`src/rtl/auth_seq_pkg.sv`:
```
package auth_seq_pkg;

  localparam int MS_W  = 7;   // holds up to 100 ms
  localparam int HS_W  = 10;  // holds up to 512 hsyncs
  localparam int FR_W  = 8;   // holds up to 128 frames
  localparam int OP_W  = 2;
  localparam int CODE_W = 3;

  typedef enum logic [1:0] {
    OP_BKSV  = 2'd0,
    OP_BCAPS = 2'd1,
    OP_AN    = 2'd2,
    OP_AKSV  = 2'd3
  } step_op_e;

  typedef enum logic [1:0] {
    ST_IDLE = 2'd0,
    ST_WAIT = 2'd1,
    ST_REQ  = 2'd2,
    ST_DONE = 2'd3
  } seq_state_e;

  // Nonlinear millisecond table for the step waits.
  function automatic logic [MS_W-1:0] delay_ms(input logic [CODE_W-1:0] code);
    logic [MS_W-1:0] v;
    case (code)
      3'd0: v = MS_W'(0);
      3'd1: v = MS_W'(1);
      3'd2: v = MS_W'(2);
      3'd3: v = MS_W'(5);
      3'd4: v = MS_W'(10);
      3'd5: v = MS_W'(25);
      3'd6: v = MS_W'(50);
      default: v = MS_W'(100);
    endcase
    return v;
  endfunction

  // Hsync offset: zero, then 8 doubling per step.
  function automatic logic [HS_W-1:0] hs_offset(input logic [CODE_W-1:0] code);
    logic [HS_W-1:0] v;
    if (code == '0) v = '0;
    else            v = HS_W'(8) << (code - CODE_W'(1));
    return v;
  endfunction

  // Frame spacing: 128 halved per code step.
  function automatic logic [FR_W-1:0] ri_frames(input logic [1:0] code);
    return FR_W'(128) >> code;
  endfunction

endpackage

```
`src/rtl/step_delay_timer.sv`:
```
module step_delay_timer #(
  parameter int CNT_W = 7
) (
  input  logic             clk,
  input  logic             rst_n,
  input  logic             clear,
  input  logic             tick,
  input  logic [CNT_W-1:0] target,
  output logic             reached
);

  logic [CNT_W-1:0] elapsed_q;
  logic [CNT_W-1:0] elapsed_d;

  assign reached = (elapsed_q >= target);

  always_comb begin
    elapsed_d = elapsed_q;
    if (clear) begin
      elapsed_d = '0;
    end else if (tick && !reached) begin
      elapsed_d = elapsed_q + CNT_W'(1);
    end
  end

  always_ff @(posedge clk or negedge rst_n) begin
    if (!rst_n) elapsed_q <= '0;
    else        elapsed_q <= elapsed_d;
  end

  // the wait count never advances by more than one tick per cycle
  a_r3_one_tick_step: assert property (@(posedge clk) disable iff (!rst_n)
    !clear |=> (elapsed_q == $past(elapsed_q)) || (elapsed_q == $past(elapsed_q) + CNT_W'(1)));

  // the count only moves on a tick
  a_r3_moves_on_tick: assert property (@(posedge clk) disable iff (!rst_n)
    !clear && !tick |=> elapsed_q == $past(elapsed_q));

endmodule

```
`src/rtl/ri_check_sched.sv`:
```
module ri_check_sched
  import auth_seq_pkg::*;
#(
  parameter int FRM_W = FR_W,
  parameter int LIN_W = HS_W
) (
  input  logic             clk,
  input  logic             rst_n,
  input  logic             run,
  input  logic [FRM_W-1:0] frames_n,
  input  logic [LIN_W-1:0] line_p,
  input  logic             frame_start,
  input  logic             hsync_pulse,
  output logic             ri_check
);

  logic [FRM_W-1:0] frm_q, frm_d;
  logic [LIN_W-1:0] hs_q, hs_d;
  logic             armed_q, armed_d;
  logic             pulse_q, pulse_d;
  logic             last_frame;

  assign last_frame = (frm_q == frames_n - FRM_W'(1));

  always_comb begin
    frm_d   = frm_q;
    hs_d    = hs_q;
    armed_d = armed_q;
    pulse_d = 1'b0;
    if (!run) begin
      frm_d   = '0;
      hs_d    = '0;
      armed_d = 1'b0;
    end else if (frame_start) begin
      hs_d    = '0;
      armed_d = last_frame;
      frm_d   = last_frame ? '0 : frm_q + FRM_W'(1);
    end else if (hsync_pulse && armed_q) begin
      if (hs_q == line_p) begin
        pulse_d = 1'b1;
        armed_d = 1'b0;
      end else begin
        hs_d = hs_q + LIN_W'(1);
      end
    end
  end

  always_ff @(posedge clk or negedge rst_n) begin
    if (!rst_n) begin
      frm_q   <= '0;
      hs_q    <= '0;
      armed_q <= 1'b0;
      pulse_q <= 1'b0;
    end else begin
      frm_q   <= frm_d;
      hs_q    <= hs_d;
      armed_q <= armed_d;
      pulse_q <= pulse_d;
    end
  end

  assign ri_check = pulse_q;

  // a check request lasts one cycle
  a_r9_single_pulse: assert property (@(posedge clk) disable iff (!rst_n)
    ri_check |=> !ri_check);

  // a check request follows an hsync
  a_r8_after_hsync: assert property (@(posedge clk) disable iff (!rst_n)
    ri_check |-> $past(hsync_pulse));

  // no check request once the scheduler is stopped
  a_r10_stopped: assert property (@(posedge clk) disable iff (!rst_n)
    !run |=> !ri_check);

endmodule

```
`src/rtl/auth_step_timer.sv`:
```
module auth_step_timer
  import auth_seq_pkg::*;
#(
  parameter int DLY_W = MS_W,
  parameter int LIN_W = HS_W,
  parameter int FRM_W = FR_W
) (
  input  logic              clk,
  input  logic              rst_n,
  input  logic              auth_en,
  input  logic              ms_tick,
  input  logic [CODE_W-1:0] dly_bksv_code,
  input  logic [CODE_W-1:0] dly_bcaps_code,
  input  logic [CODE_W-1:0] dly_an_code,
  input  logic [CODE_W-1:0] dly_aksv_code,
  input  logic [1:0]        ri_interval_code,
  input  logic [CODE_W-1:0] ri_offset_code,
  input  logic              frame_start,
  input  logic              hsync_pulse,
  input  logic              req_ack,
  output logic              req_valid,
  output logic [OP_W-1:0]   req_op,
  output logic              auth_done,
  output logic              ri_check
);

  localparam logic [OP_W-1:0] LAST_STEP = OP_W'(OP_AKSV);

  // Asynchronous assert, synchronous release.
  logic [1:0] rst_sync_q;
  logic       rst_n_i;

  always_ff @(posedge clk or negedge rst_n) begin
    if (!rst_n) rst_sync_q <= 2'b00;
    else        rst_sync_q <= {rst_sync_q[0], 1'b1};
  end
  assign rst_n_i = rst_sync_q[1];

  seq_state_e      state_q, state_d;
  logic [OP_W-1:0] step_q, step_d;
  logic [CODE_W-1:0] cur_code;
  logic [DLY_W-1:0]  cur_target;
  logic              dly_reached;
  logic              ri_run;

  always_comb begin
    case (step_q)
      OP_W'(OP_BKSV):  cur_code = dly_bksv_code;
      OP_W'(OP_BCAPS): cur_code = dly_bcaps_code;
      OP_W'(OP_AN):    cur_code = dly_an_code;
      default:         cur_code = dly_aksv_code;
    endcase
    cur_target = DLY_W'(delay_ms(cur_code));
  end

  step_delay_timer #(.CNT_W(DLY_W)) u_wait (
    .clk     (clk),
    .rst_n   (rst_n_i),
    .clear   (state_q != ST_WAIT),
    .tick    (ms_tick),
    .target  (cur_target),
    .reached (dly_reached)
  );

  always_comb begin
    state_d = state_q;
    step_d  = step_q;
    if (!auth_en) begin
      state_d = ST_IDLE;
      step_d  = '0;
    end else begin
      case (state_q)
        ST_IDLE: begin
          state_d = ST_WAIT;
          step_d  = '0;
        end
        ST_WAIT: begin
          if (dly_reached) state_d = ST_REQ;
        end
        ST_REQ: begin
          if (req_ack) begin
            if (step_q == LAST_STEP) begin
              state_d = ST_DONE;
            end else begin
              state_d = ST_WAIT;
              step_d  = step_q + OP_W'(1);
            end
          end
        end
        default: state_d = ST_DONE;
      endcase
    end
  end

  always_ff @(posedge clk or negedge rst_n_i) begin
    if (!rst_n_i) begin
      state_q <= ST_IDLE;
      step_q  <= '0;
    end else begin
      state_q <= state_d;
      step_q  <= step_d;
    end
  end

  assign req_valid = (state_q == ST_REQ);
  assign req_op    = step_q;
  assign auth_done = (state_q == ST_DONE);
  assign ri_run    = auth_done && auth_en;

  ri_check_sched #(.FRM_W(FRM_W), .LIN_W(LIN_W)) u_ri (
    .clk         (clk),
    .rst_n       (rst_n_i),
    .run         (ri_run),
    .frames_n    (FRM_W'(ri_frames(ri_interval_code))),
    .line_p      (LIN_W'(hs_offset(ri_offset_code))),
    .frame_start (frame_start),
    .hsync_pulse (hsync_pulse),
    .ri_check    (ri_check)
  );

  // an unanswered request stays up with a steady op code
  a_r5_req_hold: assert property (@(posedge clk) disable iff (!rst_n_i)
    req_valid && !req_ack && auth_en |=> req_valid && $stable(req_op));

  // a request only rises once the wait count was met
  a_r3_req_after_wait: assert property (@(posedge clk) disable iff (!rst_n_i)
    $rose(req_valid) |-> $past(dly_reached));

  // completion follows the acknowledged last step
  a_r6_done_after_last: assert property (@(posedge clk) disable iff (!rst_n_i)
    $rose(auth_done) |-> $past(req_valid && req_ack && (req_op == LAST_STEP)));

  // disabling empties every output in the next cycle
  a_r10_disable: assert property (@(posedge clk) disable iff (!rst_n_i)
    !auth_en |=> !req_valid && !auth_done && !ri_check);

  // check requests only while authenticated
  a_r9_ri_when_done: assert property (@(posedge clk) disable iff (!rst_n_i)
    ri_check |-> auth_done);

endmodule

```
`config.mk`:
```
export PLATFORM = sky130hd
export DESIGN_NAME = auth_step_timer
export DESIGN_NICKNAME = d
export VERILOG_FILES = /design/src/rtl/auth_seq_pkg.sv /design/src/rtl/step_delay_timer.sv /design/src/rtl/ri_check_sched.sv /design/src/rtl/auth_step_timer.sv
export SDC_FILE = /design/constraint.sdc
export NUM_CORES = 1
export LEC_CHECK = 0
export BUFFER_PORTS_ARGS = -buffer_cell sky130_fd_sc_hd__buf_2
export CAP_MARGIN = 25
export CORE_AREA = 2 2 104 86
export DETAILED_ROUTE_END_ITERATION = 6
export DIE_AREA = 0 0 106 88
export GPL_TIMING_DRIVEN = 0
export PLACE_DENSITY_LB_ADDON = 0.1
export SLEW_MARGIN = 30
export SYNTH_ARGS = -nofsm -noshare
export SYNTH_HDL_FRONTEND = slang
export SYNTH_SLANG_ARGS = --single-unit
```
`constraint.sdc`:
```
create_clock -name clk -period 1.1 [get_ports clk]
set_input_delay 0.055 -clock clk [delete_from_list [all_inputs] [get_ports clk]]
set_output_delay 0.055 -clock clk [all_outputs]
set_load 0.03 [all_outputs]
```
==> out/metrics.yaml <==
synthesis:
  syn_area_per_cell_um2: 9.10
  synth-seq-cells: 33
  syn_area_um2: 2190
  syn_nets: 282
  synth.distinct_cells: 51
  synth_edf_count: 0
  ys_seq_area_share_pct: 37.7
  ys_async_sr_fraction_pct: 100
  yosysWarnings: 0
  synth_ff_type: "dfrtp_1"
  synth_cells: 241
pwr:
  power_mw: 3.03
  seq_power_share_pct: 42.3
  power_density_nw_per_um2: 919
  clkPwrFrac_pct: 40.6
  switching_power_mw: 0.795
  internal-power_mw: 2.24
  peakVddDrop_v: 0.000466
  combPwrFrac_pct: 17.2
  switching_share_pct: 26.2
  power_leakage_nw: 1.37
critical_path:
  cp.depth: 14
  r2r-end: "u_wait.elapsed_q[5]"
  reg2reg_from: "req_op[0]"
  r2r_cells: 14
  crit_family: "compound AO/OA/AOI/OAI gates"
  crit_top_cell: "a21oi_2"
  path_cells: "inv_4, ha_4, a222oi_1, a21oi_2, buf_4, nand2b_1, ha_2, a21o_1, a21o_1, a21oi_2, o21ai_2, clkbuf_8, or3_1, a21oi_2"
  critPathKind: "reg -> reg"
  r2r_slack_ns: -1.87
  crit_end: "u_wait.elapsed_q[5]"
  cp_num_buf_inv: 3
  slowest_stage: "dfrtp_2"
  cp_max_fo: 5
  crit_path_end_kind: "flip-flop"
  critPathRequiredTime_ns: 1.32
  slowest_delay_ns: 0.43
  cp-startpoint: "req_op[0]"
  arrival_ns: 3.19
  cp-start-kind: "flip-flop"
status:
  violations: "negative setup slack"
  status: "finished with violations"
sta:
  finalWorstSetupSlack_ns: -1.87
  fin_setup_tns_ns: -23.66
  rsz0062_at_grt: "true"
  period_share_pct: 270
  whs_ns: 0.0695
  final-hold-violation-count: 0
  clock.fmax_mhz: 336
  maxSlewViolCount: 0
  slew_headroom_pct: 52.2
  clock_skew_ns: 0.00640
  min_period_ns: 2.97
  finalSetupViolations: 31
  worst_pin_slew_ns: 0.716
placement:
  dpl_cell_area_um2: 2590
  io_buffer_count: 27
  gp_congestion: 0.732
  dp_hpwl_mm: 3.59
detailed_routing:
  drcViolationCount: 0
  finalWirelength_mm: 5.55
  ant_nets: 0
  route.vias.total: 1993
  drt_iter0_drc: 31
  routed_via_density: 4.75
  wl_per_cell_um: 13.2
  dr.pass1.iters: 4
die:
  rows: 30
  io_pins: 29
  die_x_um: 106
  die_h_um: 88
  start_util_pct: 26.4
  dieArea_um2: 9330
  coreArea_um2: 8300
finish:
  final_nets: 348
  multi_input_area_um2: 1650
  stdcell_area_um2: 3300
  nFillCells: 839
  regArea_um2: 840
  drive_gt1_share_pct: 48.4
  areaGrowthSynthToFinish_pct: 50.5
  layout_commonest_cell: "buf_2"
  diodes: 0
  final_cell_mix: "buf_2 (25), buf_4 (22), dfrtp_1 (22), nand2_1 (16), nor2_1 (13)"
global_route:
  grt_pass1_wl_mm: 9.34
  antenna_found_initial: 0
  first_global_vias: 1929
  grt_overflow: 0
  grt_max_degree: 32
  grt_use_total_pct: 12.4
clock_tree:
  cts_made_buffers: 5
  insertion_delay_ns: 0.29
  cts_tree: "yes"
  clkTransAtPathRegs_ns: 0.08
  clock_sinks: 33
  root_buffer: "clkbuf_8"
  max-clock-path-buffers: 2
  htree_levels: 2
job:
  maxCapViolations: 0
min_path:
  holdCritPathClass: "in -> async"
[repair_timing]
item,CTS,global route
endpoints found under the setup margin,33,33
hold endpoints to repair,2,0
pin swaps,25,19
gates cloned,1,0
hold buffers,1,0
buffers inserted,25,7
gates resized for setup,39,44
[final cells by class]
class | count | share of cell area, %
Inverter | 10 | 1.21
Sequential cell | 33 | 25.4
Timing Repair Buffer | 60 | 13.6
Multi-Input combinational cell | 192 | 50.0
Tap cell | 112 | 4.25
Buffer | 5 | 1.86
Clock buffer | 6 | 2.50
Clock inverter | 2 | 1.14
[state kept, by name (all words and copies together) (netlist names)]
name and cells:
u_ri.hs_q 10, u_ri.frm_q 8, u_wait.elapsed_q 7, req_op 2, rst_sync_q 2, state_q 2
u_ri.armed_q 1, u_ri.ri_check 1
[through the flow]
step	util, %	worst slack, ns	instances
3_5_place_dp	31.2	-2.07	380
2_1_floorplan	-	-1.87	241
6_report	39.8	-1.87	420
3_3_place_gp	31.2	-2.11	380
4_1_cts	37.0	-1.89	415
5_1_grt	39.8	-2.17	420
[synth_stat cells, drive strengths merged (2+ instances only)]
library cell  instances  area [um2]
nor3                  6        40.0
nand4                 8        50.1
nand4bb               2        22.5
nand2b                8        50.1
a21boi                2        15.0
ha                   17         213
mux2i                 2        20.0
a2111oi               2        18.8
a21oi                19        95.1
nand2                18        67.6
nor3b                 2        15.0
and3                  5        31.3
a21o                  4        30.0
nor2                 21        78.8
or3                   7        43.8
o211ai                4        30.0
and3b                 2        17.5
nand3                 5        25.0
inv                  10        37.5
nor2b                 4        25.0
or3b                  2        17.5
o21ai                15        75.1
dfrtp                33         826
clkbuf                5        18.8
and2                  3        18.8
xor2                  7        61.3
xnor2                 3        26.3
o32a                  2        20.0
a222oi                3        30.0
o31ai                 4        43.8
[worst min path at each step]
stage / to / cells past startpoint
CTS: rst_sync_q[0] / 2
detailed placement: rst_sync_q[0] / 1
global route: rst_sync_q[0] / 2
finish: rst_sync_q[0] / 2
floorplan: rst_sync_q[0] / 0
global placement: rst_sync_q[0] / 1
[per-layer routing]
layer  GRT usage, %  vias up  wire (um)
li1               -     1016          -
met1           17.4      962       2860
met2           19.7       15       2590
met3           2.75        0        106
met4           2.51        0          0
met5              0        -          0
[power groups by stage]
stage / clock network [mW] / registers, mW / logic [mW]
floorplan: 0 / 1.29 / 0.254
global placement: 0 / 1.31 / 0.367
detailed placement: 0 / 1.30 / 0.364
CTS: 1.26 / 1.28 / 0.493
global route: 1.32 / 1.29 / 0.586
finish: 1.23 / 1.28 / 0.520
[cell families (layout without fill, tap and decap cells)]
family | Yosys count | in the layout | synth area share [%]
AO/OA/AOI/OAI | 62 | 62 | 19.2
AND/OR/NAND/NOR | 99 | 99 | 25.1
multiplexers | 3 | 3 | 1.43
adder cells (fa/ha/maj) | 17 | 17 | 9.70
buffers and inverters | 16 | 83 | 2.80
flip-flops | 33 | 33 | 37.7
other | 1 | 1 | 0.171
XOR/XNOR | 10 | 10 | 4.00
Note: power is estimated with default switching activity, not from simulation.
